**config.mk**
```make
export PLATFORM = sky130hd
export DESIGN_NAME = mpbus_front
export DESIGN_NICKNAME = d
export VERILOG_FILES = /design/src/rtl/mpbus_pkg.sv /design/src/rtl/mpbus_sync.sv /design/src/rtl/mpbus_mode_det.sv /design/src/rtl/mpbus_strobe.sv /design/src/rtl/mpbus_front.sv
export SDC_FILE = /design/constraint.sdc
export NUM_CORES = 1
export LEC_CHECK = 0
export ABC_AREA = 1
export BUFFER_PORTS_ARGS = -buffer_cell sky130_fd_sc_hd__buf_2
export CORE_ASPECT_RATIO = 1.2
export CORE_MARGIN = 2
export CORE_UTILIZATION = 46
export CTS_CLUSTER_SIZE = 12
export DETAILED_ROUTE_END_ITERATION = 12
export PLACE_DENSITY = 0.69
export SLEW_MARGIN = 0
export SYNTH_ARGS = -nofsm -noshare
export SYNTH_HDL_FRONTEND = slang
export SYNTH_SLANG_ARGS = --single-unit
```
**constraint.sdc**
```tcl
create_clock -name clk -period 1.6 [get_ports clk]
set_clock_uncertainty 0.2 [all_clocks]
set_input_delay 0 -clock clk [delete_from_list [all_inputs] [get_ports clk]]
set_output_delay 0 -clock clk [all_outputs]
set_load 0.03 [all_outputs]
```
**src/rtl/mpbus_pkg.sv**
```systemverilog
package mpbus_pkg;
    localparam int DW = 8;
    localparam int AW = 8;

    typedef enum logic [1:0] {
        BUS_SPLIT = 2'd0,
        BUS_DSRW  = 2'd1,
        BUS_MUXED = 2'd2
    } bus_mode_e;

    typedef struct packed {
        logic sel;
        logic wr;
    } strobe_t;

    typedef struct packed {
        logic          wr;
        logic [AW-1:0] addr;
        logic [DW-1:0] data;
    } req_t;

    function automatic strobe_t decode_strobe(bus_mode_e m, logic cs_n, logic rd_n, logic wr_n);
        strobe_t s;
        if (m == BUS_DSRW) begin
            s.sel = !cs_n && !rd_n;
            s.wr  = !wr_n;
        end else begin
            s.sel = !cs_n && (!rd_n || !wr_n);
            s.wr  = !wr_n;
        end
        return s;
    endfunction
endpackage

```
**src/rtl/mpbus_sync.sv**
```systemverilog
module mpbus_sync #(
    parameter int W      = 1,
    parameter int STAGES = 2
) (
    input  logic         clk,
    input  logic [W-1:0] d,
    output logic [W-1:0] q
);
    logic [W-1:0] st [STAGES];

    always_ff @(posedge clk) st[0] <= d;

    for (genvar i = 1; i < STAGES; i++) begin : g_stage
        always_ff @(posedge clk) st[i] <= st[i-1];
    end

    assign q = st[STAGES-1];
endmodule

```
**src/rtl/mpbus_mode_det.sv**
```systemverilog
module mpbus_mode_det
    import mpbus_pkg::*;
#(
    parameter int PRIME = 3
) (
    input  logic      clk,
    input  logic      rst,
    input  logic      ale_s,
    output bus_mode_e mode,
    output logic      primed
);
    localparam int CW = $clog2(PRIME + 1);

    logic [CW-1:0] cnt;
    logic          ale_prev;

    assign primed = (cnt == CW'(PRIME));

    always_ff @(posedge clk) begin
        if (rst) begin
            cnt      <= '0;
            ale_prev <= 1'b0;
            mode     <= BUS_SPLIT;
        end else begin
            ale_prev <= ale_s;
            if (!primed) begin
                cnt <= cnt + 1'b1;
            end else if (mode != BUS_MUXED) begin
                if (ale_s != ale_prev) mode <= BUS_MUXED;
                else                   mode <= ale_s ? BUS_DSRW : BUS_SPLIT;
            end
        end
    end
endmodule

```
**src/rtl/mpbus_strobe.sv**
```systemverilog
module mpbus_strobe
    import mpbus_pkg::*;
(
    input  logic          clk,
    input  logic          rst,
    input  logic          en,
    input  bus_mode_e     mode,
    input  logic          cs_n,
    input  logic          rd_n,
    input  logic          wr_n,
    input  logic [DW-1:0] data,
    output logic          start_any,
    output logic          start_rd,
    output logic          end_wr,
    output logic [DW-1:0] wdata
);
    strobe_t now;
    logic    sel_now;
    logic    act_q;
    logic    wr_q;

    always_comb begin
        now     = decode_strobe(mode, cs_n, rd_n, wr_n);
        sel_now = en && now.sel;
    end

    assign start_any = sel_now && !act_q;
    assign start_rd  = start_any && !now.wr;
    assign end_wr    = !sel_now && act_q && wr_q;

    always_ff @(posedge clk) begin
        if (rst) begin
            act_q <= 1'b0;
            wr_q  <= 1'b0;
            wdata <= '0;
        end else begin
            act_q <= sel_now;
            if (start_any)          wr_q  <= now.wr;
            if (sel_now && now.wr)  wdata <= data;
        end
    end
endmodule

```
**src/rtl/mpbus_front.sv**
```systemverilog
module mpbus_front
    import mpbus_pkg::*;
#(
    parameter int SYNC_STAGES = 2
) (
    input  logic          clk,
    input  logic          rst,
    input  logic          cs_n,
    input  logic          rd_n,
    input  logic          wr_n,
    input  logic          ale,
    input  logic          amode,
    input  logic [AW-1:0] addr,
    input  logic [DW-1:0] dbus_in,
    output logic [DW-1:0] dbus_out,
    output logic          dbus_oe,
    output logic          req_valid,
    output logic          req_write,
    output logic [AW-1:0] req_addr,
    output logic [DW-1:0] req_wdata,
    input  logic [DW-1:0] reg_rdata
);
    localparam int PRIME = SYNC_STAGES + 1;
    localparam int SW    = 5 + AW + DW;

    logic [SW-1:0] pins_s;
    logic          cs_n_s, rd_n_s, wr_n_s, ale_s, amode_s;
    logic [AW-1:0] addr_s;
    logic [DW-1:0] dbus_s;

    mpbus_sync #(.W(SW), .STAGES(SYNC_STAGES)) u_sync (
        .clk (clk),
        .d   ({cs_n, rd_n, wr_n, ale, amode, addr, dbus_in}),
        .q   (pins_s)
    );
    assign {cs_n_s, rd_n_s, wr_n_s, ale_s, amode_s, addr_s, dbus_s} = pins_s;

    bus_mode_e mode;
    logic      primed;

    mpbus_mode_det #(.PRIME(PRIME)) u_mode (
        .clk    (clk),
        .rst    (rst),
        .ale_s  (ale_s),
        .mode   (mode),
        .primed (primed)
    );

    logic          start_any, start_rd, end_wr;
    logic [DW-1:0] wdata;

    mpbus_strobe u_strobe (
        .clk       (clk),
        .rst       (rst),
        .en        (primed),
        .mode      (mode),
        .cs_n      (cs_n_s),
        .rd_n      (rd_n_s),
        .wr_n      (wr_n_s),
        .data      (dbus_s),
        .start_any (start_any),
        .start_rd  (start_rd),
        .end_wr    (end_wr),
        .wdata     (wdata)
    );

    logic [AW-1:0] mux_addr;
    logic [AW-1:0] cur_addr;
    logic          cur_ind;
    logic [AW-1:0] ptr;
    logic [DW-1:0] rd_hold;
    logic [AW-1:0] eff_addr;
    strobe_t       pin_strobe;

    assign eff_addr = (mode == BUS_MUXED) ? mux_addr : addr_s;

    always_ff @(posedge clk) begin
        if (rst) begin
            mux_addr  <= '0;
            cur_addr  <= '0;
            cur_ind   <= 1'b0;
            ptr       <= '0;
            rd_hold   <= '0;
            req_valid <= 1'b0;
            req_write <= 1'b0;
            req_addr  <= '0;
            req_wdata <= '0;
        end else begin
            req_valid <= 1'b0;
            if (ale_s) mux_addr <= dbus_s;
            if (req_valid && !req_write) rd_hold <= reg_rdata;
            if (start_any) begin
                cur_addr <= eff_addr;
                cur_ind  <= amode_s;
            end
            if (start_rd) begin
                if (amode_s && !eff_addr[0]) begin
                    rd_hold <= ptr;
                end else begin
                    req_valid <= 1'b1;
                    req_write <= 1'b0;
                    req_addr  <= amode_s ? ptr : eff_addr;
                end
            end
            if (end_wr) begin
                if (cur_ind && !cur_addr[0]) begin
                    ptr <= wdata;
                end else begin
                    req_valid <= 1'b1;
                    req_write <= 1'b1;
                    req_addr  <= cur_ind ? ptr : cur_addr;
                    req_wdata <= wdata;
                end
            end
        end
    end

    always_comb begin
        pin_strobe = decode_strobe(mode, cs_n, rd_n, wr_n);
        dbus_oe    = pin_strobe.sel && !pin_strobe.wr;
    end
    assign dbus_out = rd_hold;
endmodule

```
==> results of run 1 <==
## sequential cells by signal, indices dropped and copies added (netlist names), 8 cells and up
name            cells
cur_addr            8
dbus_out            8
mux_addr            8
ptr                 8
req_addr            8
req_wdata           8
u_strobe.wdata      8
u_sync.st          42
## power groups by stage
stage | clock network [mW] | logic (mW) | registers (mW)
2_1_floorplan | 0 | 0.376 | 2.93
3_3_place_gp | 0 | 0.532 | 2.93
3_5_place_dp | 0 | 0.544 | 2.94
4_1_cts | 1.66 | 0.615 | 2.88
5_1_grt | 1.77 | 0.732 | 2.90
6_report | 1.62 | 0.663 | 2.88
## final cells by class
type                       instances  area (µm²)  share of cell area [%]
clock inverter                     7        77.6                    1.44
multi-input combinational        306        1790                    33.2
inverter                          49         209                    3.89
timing repair buffer             117         860                    16.0
sequential                       108        2170                    40.4
clock buffer                       9         124                    2.30
tap                              117         146                    2.72
## metal layers
metal	GRT usage, %	part of all wire [%]
met4	7.25	1.6
met2	31.0	50
met5	0	0
met3	3.65	3.6
met1	22.5	45
## cells by family after synthesis
family | Yosys count | synth area share (%)
fa+ha+maj | 2 | 0.614
buf+inv | 65 | 7.28
compound gates | 69 | 8.63
flops | 108 | 53.1
simple gates | 218 | 26.5
xor+xnor | 1 | 0.215
mux | 14 | 3.68
## through the flow
step	util (%)	setup TNS [ps]
after floorplan	-	0
after global placement	53.4	-36.6
after detailed placement	53.4	-519
after CTS	60.1	-293
after global routing	62.4	-3210
final	62.4	-840
## what timing repair did
action,in CTS,in global routing
gates cloned,0,2
setup buffers,4,5
resized for setup,14,44
hold buffers,30,0
hold endpoints to repair,78,0
pin swaps,9,23
endpoints found under the setup margin,25,42
## critical path, delay by kind of cell, from the launching register on
| family | cells | cell delay (ps) |
|---|---|---|
| buf+inv | 2 | 140 |
| fa+ha+maj | 1 | 150 |
| simple gates | 5 | 730 |
| flops | 1 | 370 |
## cell usage in the layout, fill, tap and decap left out, types with 4 or more instances in the layout
cell           instances
a21oi_1               33
a21oi_2                4
buf_2                 57
buf_4                 20
buf_6                  7
clkbuf_8               9
dfxtp_1              103
dlygate4sd3_1         30
inv_1                 37
inv_2                  5
mux2_2                 8
mux2i_1                6
nand2_1              100
nand2_2                9
nand2_4                6
nand2_8                5
nand3_1               35
nand3_2                4
nand4_1                6
nor2_1                42
o21ai_0               19
o21ai_2               11
## worst max-delay path by stage
stage / endpoint / slack, ps / from
2_1_floorplan: req_write / 20 / u_mode.cnt[1]
3_3_place_gp: req_addr[1] / -20 / u_mode.cnt[1]
3_5_place_dp: dbus_out[4] / -50 / u_mode.cnt[0]
4_1_cts: dbus_out[4] / -40 / u_mode.cnt[0]
5_1_grt: dbus_out[5] / -150 / u_mode.cnt[0]
6_report: dbus_out[4] / -80 / u_mode.cnt[1]
==> flow_summary.toml, run 1 <==
[run]
maxCapViolCount = 0

[setup_path]
worstPathCellList = "ha_4 -> inv_4 -> nor2_8 -> nand4_4 -> nor2_4 -> inv_2 -> nor2_1 -> nor2_1"
critPathSlowestCell = "dfxtp_2"
cp_max_fo = 8
cpPeakStageDelay_ps = 370
r2r_setup_slack_ps = -80
worst-endpoint-required_ps = 1680
worstReg2RegEnd = "dbus_out[4]"
arrival_ps = 1760
r2r_cells = 8
startpoint_type = "register"
critical_path.endpoint_type = "register"
timing.rr.start = "u_mode.cnt[1]"
crit_top_cell = "nor2_1"
critPathKind = "register to register"

[placement]
dp.cells = 656
portBuffers = 57
dp_hpwl_um = 6070
post_dp_cell_area_um2 = 4600
pre_cts_slack_ps = -50.0
gp_congestion = 0.869

[drt]
vias_per_cell = 4.73
post_drt_wl_per_cell_um = 12.4
ant_nets = 0
num_vias = 3372
first_pass_iters = 4
drc_errors = 0
wl_um = 8850
dr.first_iter.drc_count = 163

[power]
pwr-share-clk_pct = 31.3
power.share.sequential_pct = 55.8
switching_power_mw = 1.44
p_int_mw = 3.73
peakVddDrop_v = 0.000773
swShare_pct = 27.9
finalPower_mw = 5.17
combinationalPowerShare_pct = 12.8
p_per_area_nw_per_um2 = 961
power_leakage_nw = 2.46

[status]
run_status = "finished with violations"
violations = "negative setup slack"

[yosys]
synth.avg_cell_area_um2 = 8.54
yosysSeqAreaShare_pct = 53.1
syn_inst = 477
yosysMostFrequentCell = "dfxtp_1"
yosysTopAreaCell = "dfxtp_1"
syn-num-nets = 510
synth_edf_count = 0
synthTopCellsByCount = "dfxtp_1 (108), nand2_1 (107), nor2_1 (45)"
synth.area.top_cells = "dfxtp_1 (53%), nand2_1 (9.9%), nand3_1 (4.8%)"
synthesis.area_um2 = 4080
synth-seq-cells = 108
ys.flop_type = "dfxtp_1"
synth_top_area_share_pct = 53.1
synthDistinctLibCells = 34
async_reset_ff_share_pct = 0
yosys_warnings = 0

[sta]
setup_slack_ps = -80.7
slew_headroom_pct = 74.3
rsz0062_at_grt = "yes"
tightest_slew_ps = 385
fmax_mhz = 595
setup_viol_count_final = 23
worst_hold_slack_ps = 51.2
period_needed_ps = 1680
final_max_slew_viol_count = 0
fin_crit_sh_pct = 105
finalHoldViolCount = 0

[global_routing]
grt_max_degree = 30
antenna_found_initial = 0
grt_pass1_vias = 3067
grt_pass1_wl_um = 14000
grtUsageTotal_pct = 18.1
grt_overflow = 0

[floorplan]
ios = 58
die-area_um2 = 9630
core.rowCount = 37
die_x_um = 89.9
core-area_um2 = 8610
start_util_pct = 47.3
die_h_um = 107

[layout]
drive_gt1_share_pct = 29.7
fin_area_um2 = 5380
instances_no_fill = 713
antenna_cells = 0
nNetsFinal = 624
synthToLayoutAreaGrowth_pct = 31.9
n_fill_cell = 745

[clock_network]
cts.clk_slew.worst_paths_ps = 110
htree_levels = 3
cts_buffers = 9
cts_buffer_depth = 2
cts_tree = "done"
clock_latency_ps = 370
clock-sinks = 108
cts_root_buffer = "clkbuf_8"

[worst_hold_path]
hold_start = "addr[1]"
hp-class = "input pin to register"
worstHoldEndpoint = "u_sync.st[0][9]"
hold_depth = 2
(Power assumes the default switching activity.)
==> run 2, diff against run 1 <==
CORE_UTILIZATION = 51   (was 46)
PLACE_DENSITY = 0.75   (was 0.69)
==> flow_summary.toml, run 2 (synthesis results as in run 1) <==
[clock_network]
cts.clk_slew.worst_paths_ps = 120
clock_latency_ps = 360
cts_root_buffer = "clkbuf_8"
cts_buffers = 9
clock-sinks = 108
cts_buffer_depth = 2
cts_tree = "done"
htree_levels = 3

[layout]
regMostFlops = "u_sync.st"
drive_gt1_share_pct = 28.7
seq_area_um2 = 2170
largest_register_ff_count = 42
postLayoutCoreUtil_pct = 68.3
multi_input_area_um2 = 1720
synthToLayoutAreaGrowth_pct = 29.2
nNetsFinal = 623
final_common_cell = "nand2_1"
fin_area_um2 = 5270
mostFrequentLayoutCells = "nand2_1 (103), dfxtp_1 (102), buf_2 (57)"
n_fill_cell = 619
antenna_cells = 0

[floorplan]
die_x_um = 85.6
start_util_pct = 52.9
die_h_um = 102
die-area_um2 = 8720
core.rowCount = 35
ios = 58
core-area_um2 = 7710

[global_routing]
antenna_found_initial = 0
grt_overflow = 0
grt_pass1_wl_um = 14800
grt_pass1_vias = 3250
grt_max_degree = 31
grtUsageTotal_pct = 21.4

[setup_path]
cp_max_fo = 8
critPathCapture = "dbus_out[6]"
worstPathCellList = "ha_4 -> inv_4 -> nor2_8 -> nand4_4 -> nor2_4 -> buf_12 -> o21ai_2 -> nor2_1"
cpPeakStageDelay_ps = 370
startpoint = "u_mode.cnt[1]"
timing.rr.start = "u_mode.cnt[1]"
worstReg2RegEnd = "dbus_out[6]"
arrival_ps = 1710
worst-endpoint-required_ps = 1710
critPathKind = "register to register"
r2r_setup_slack_ps = -7
startpoint_type = "register"
r2r_cells = 8
critPathSlowestCell = "dfxtp_2"
critical_path.endpoint_type = "register"

[placement]
post_dp_cell_area_um2 = 4580
gp_congestion = 0.877
dp_hpwl_um = 6110
portBuffers = 57

[sta]
tightest_slew_ps = 394
final_max_slew_viol_count = 0
period_needed_ps = 1610
fin_setup_tns_ps = -6.52
rsz0062_at_grt = "yes"
setup_slack_ps = -6.52
finalHoldViolCount = 0
slew_headroom_pct = 73.7
setup_viol_count_final = 1
fin_crit_sh_pct = 100
fmax_mhz = 622

[status]
violations = "negative setup slack"
run_status = "finished with violations"

[power]
p_per_area_nw_per_um2 = 981
finalPower_mw = 5.17
power_leakage_nw = 2.44
peakVddDrop_v = 0.000849

[worst_hold_path]
hp-class = "input pin to register"
hold_depth = 2

[drt]
num_vias = 3402
wl_um = 8840
post_drt_wl_per_cell_um = 12.9
ant_nets = 0
dr.first_iter.drc_count = 318
first_pass_iters = 4
vias_per_cell = 4.95
drc_errors = 0

[run]
maxCapViolCount = 0
==> run 2: how the worst min path moves through the flow <==
| stage | endpoint | start |
|---|---|---|
| 2_1_floorplan | u_sync.st[0][0] | dbus_in[0] |
| 3_3_place_gp | u_sync.st[0][1] | dbus_in[1] |
| 3_5_place_dp | u_sync.st[0][1] | dbus_in[1] |
| 4_1_cts | u_sync.st[0][3] | dbus_in[3] |
| 5_1_grt | u_sync.st[0][3] | dbus_in[3] |
| 6_report | u_sync.st[0][3] | dbus_in[3] |
==> run 2: power breakdown <==
part / internal [mW] / leakage, nW / switching (mW) / total (mW)
combinational: 0.292 / 1.44 / 0.357 / 0.649
clock: 0.623 / 0.103 / 1.01 / 1.63
sequential: 2.81 / 0.892 / 0.0711 / 2.88
==> run 2: area by class of cell <==
cell class                      instances  share of cell area (%)
Tap cell                               92                    2.19
Clock inverter                          7                    1.54
Sequential cell                       108                    41.2
Inverter                               49                    3.94
Clock buffer                            9                    2.35
Multi-Input combinational cell        305                    32.7
Timing Repair Buffer                  117                    16.0
==> run 2: critical path: cells and delay by family (launching register included) <==
family,cells,cell delay (ps)
AOI/OAI and AO/OA,1,50
adders and majority gates,1,150
buffers and inverters,2,200
DFF,1,370
and+or+nand+nor,4,600
==> run 2: per-stage QoR <==
step | hold WS (ps) | instances | worst slack, ps
finish | 65.5 | 687 | -6.52
global route | 54.9 | 687 | -128
CTS | 44.8 | 682 | -1.09
detailed placement | -96.4 | 633 | -25.0
global placement | -98.3 | 633 | -5.87
floorplan | -172 | 477 | 18.7
==> run 2: what timing repair did <==
action                                  in CTS  in global routing
gates resized for setup                      6                 39
pin swaps                                    3                 14
gates cloned                                 0                  1
endpoints found under the setup margin      17                 39
buffers inserted                             3                  4
hold buffers                                30                  0
endpoints found under the hold margin       62                  0
==> run 2: per-layer routing <==
layer,up-vias,wire length (µm),global-route usage [%],part of all wire (%)
li1,1762,-,-,-
met1,1536,3840,26.8,43
met2,94,4460,36.5,50
met3,10,371,2.91,4.2
met4,0,166,10.3,1.9
met5,-,0,0,0
==> run 3, diff against run 2 <==
CORE_UTILIZATION = 61   (was 51)
HOLD_SLACK_MARGIN = 0.06   (was not set)
PLACE_DENSITY = 0.84   (was 0.75)
SYNTH_HIERARCHICAL = 1   (was not set)
clock period = 2.08 ns   (was 1.6 ns; I/O delays follow)
==> flow_summary.toml, run 3 <==
[global_routing]
met2_usage_pct = 49.9
grt_pass1_vias = 3394
met1_usage_pct = 27.8
grtUsageTotal_pct = 26.0
antenna_found_initial = 0
grt_pass1_wl_um = 15200
use_met3_pct = 3.60
grt_overflow = 0
busiest_layer = "met2"
grt_max_degree = 36

[sta]
worst_hold_slack_ps = 75.8
final_max_slew_viol_count = 0
fin_crit_sh_pct = 92.3
fmax_mhz = 521
slew_headroom_pct = 44.4
fin_setup_tns_ps = 0
period_needed_ps = 1920
finalHoldViolCount = 0
setup_viol_count_final = 0
tightest_slew_ps = 832

[clock_network]
cts_root_buffer = "clkbuf_8"
cts_buffers = 9
clock-sinks = 108
cts.clk_slew.worst_paths_ps = 110
cts_tree = "done"
cts_buffer_depth = 2
clock_latency_ps = 370
htree_levels = 3

[yosys]
ys.flop_type = "dfxtp_1"
synthesis.area_um2 = 4240
yosysSeqAreaShare_pct = 51.0
synthDistinctLibCells = 32
yosysMostFrequentCell = "nand2_1"
async_reset_ff_share_pct = 0
synthTopCellsByCount = "nand2_1 (111), dfxtp_1 (108), inv_1 (82)"
yosysTopAreaCell = "dfxtp_1"
synth.avg_cell_area_um2 = 7.97
synth-seq-cells = 108
synth_edf_count = 0
yosys_warnings = 6
synth_top_area_share_pct = 51.0
syn_inst = 532
synth.area.top_cells = "dfxtp_1 (51%), nand2_1 (9.8%), inv_1 (7.3%)"
syn-num-nets = 566

[floorplan]
die_x_um = 80.1
die_h_um = 95.3
core-area_um2 = 6770
ios = 58
core.rowCount = 33
die-area_um2 = 7640
start_util_pct = 62.6

[layout]
instances_no_fill = 712
largest_register_ff_count = 42
mostFrequentLayoutCells = "nand2_1 (111), dfxtp_1 (107), inv_1 (82)"
antenna_cells = 0
drive_gt1_share_pct = 18.1
fin_area_um2 = 5160
nNetsFinal = 654
n_fill_cell = 495
final_common_cell = "nand2_1"
synthToLayoutAreaGrowth_pct = 21.7
regMostFlops = "u_sync/st"

[drt]
num_vias = 3593
wl_um = 9480
post_drt_wl_per_cell_um = 13.3
vias_per_cell = 5.05
ant_nets = 0
drc_errors = 0
dr.first_iter.drc_count = 147
first_pass_iters = 5

[placement]
gp_congestion = 0.934
dp.cells = 644
portBuffers = 57
post_dp_cell_area_um2 = 4420
dp_hpwl_um = 6010

[power]
p_per_area_nw_per_um2 = 768
peakVddDrop_v = 0.000645
finalPower_mw = 3.96
power_leakage_nw = 2.51

[setup_path]
arrival_ps = 2040
critPathSlowestCell = "dfxtp_1"
crit_top_cell = "inv_1"
startpoint_type = "register"
worst-endpoint-required_ps = 2200
worstPathCellList = "ha_4 -> inv_1 -> nor2_4 -> nand4_1 -> inv_1 -> inv_1 -> nor2_4 -> buf_4 -> o21ai_2 -> a21oi_2"
cpPeakStageDelay_ps = 420
critPathKind = "register to register"
critical_path.endpoint_type = "register"
cp_max_fo = 7

[run]
maxCapViolCount = 0

[status]
run_status = "completed"

[worst_hold_path]
hp-class = "input pin to register"
run 3: cell types whose count changed in the layout (fill, tap and decap cells not counted), sizes merged, moves of 8 or more:
cell,delta
nor2,-12
dlygate4sd3,+17
o21ai,+11
mux2,-8
inv,+41
buf,-17
run 3: report_power, final:
part / switching, mW / total (mW) / leakage [nW] / internal, mW
combinational: 0.231 / 0.415 / 1.51 / 0.184
clock: 0.760 / 1.35 / 0.109 / 0.586
sequential: 0.0498 / 2.20 / 0.890 / 2.15
run 3: cell type report:
class,instances,area [µm²],area share (%)
Timing Repair Buffer,117,853,16.5
Sequential cell,108,2160,41.9
Inverter,88,335,6.50
Clock inverter,7,88.8,1.72
Clock buffer,9,124,2.40
Multi-Input combinational cell,296,1490,28.8
Tap cell,87,109,2.11
run 3: worst paths after layout:
path / startpoint / endpoint / slack, ps / cells after the start
min reg2reg: u_sync/st[0][4] / u_sync/st[0][25] / 140 / 0
max reg2reg: u_mode/cnt[1] / dbus_out[5] / 160 / 10
min: amode / u_sync/st[0][16] / 80 / 2
max: u_mode/cnt[1] / dbus_out[5] / 160 / 10
run 3: worst max-delay path: cells and delay by family (launching register included):
family / cells / cell delay [ps]
adder cells (fa/ha/maj): 1 / 190
flip-flops: 1 / 420
buffers and inverters: 4 / 460
AND/OR/NAND/NOR: 3 / 430
AO/OA/AOI/OAI: 2 / 170
run 3: timing repair:
action                     CTS  global route
buffers inserted             2             2
cloned                       0             1
gates resized for setup      0             5
setup endpoints to repair    4            38
pin swaps                    1             1
hold endpoints to repair    54             0
hold buffers                47             0
run 3: metrics by stage:
stage / utilization, % / setup WS (ps)
floorplan: - / 158
global placement: 65.3 / 134
detailed placement: 65.3 / -5.80
CTS: 75.6 / 30.1
global route: 76.2 / -8.60
finish: 76.2 / 161
run 3: kinds of logic (layout without fill, tap and decap cells):
group                    count (synthesis)  in the layout  share of synthesized area, %
flip-flops                             108            108                          51.0
buffers and inverters                  129            221                          14.6
AO/OA/AOI/OAI                           89             89                          11.4
AND/OR/NAND/NOR                        203            204                          22.2
adder cells (fa/ha/maj)                  3              3                         0.885
run 3: per-layer routing:
layer,part of all wire (%),routed length (µm)
met3,4.0,376
met1,40,3810
met2,54,5070
met4,2.3,219
met5,0,0
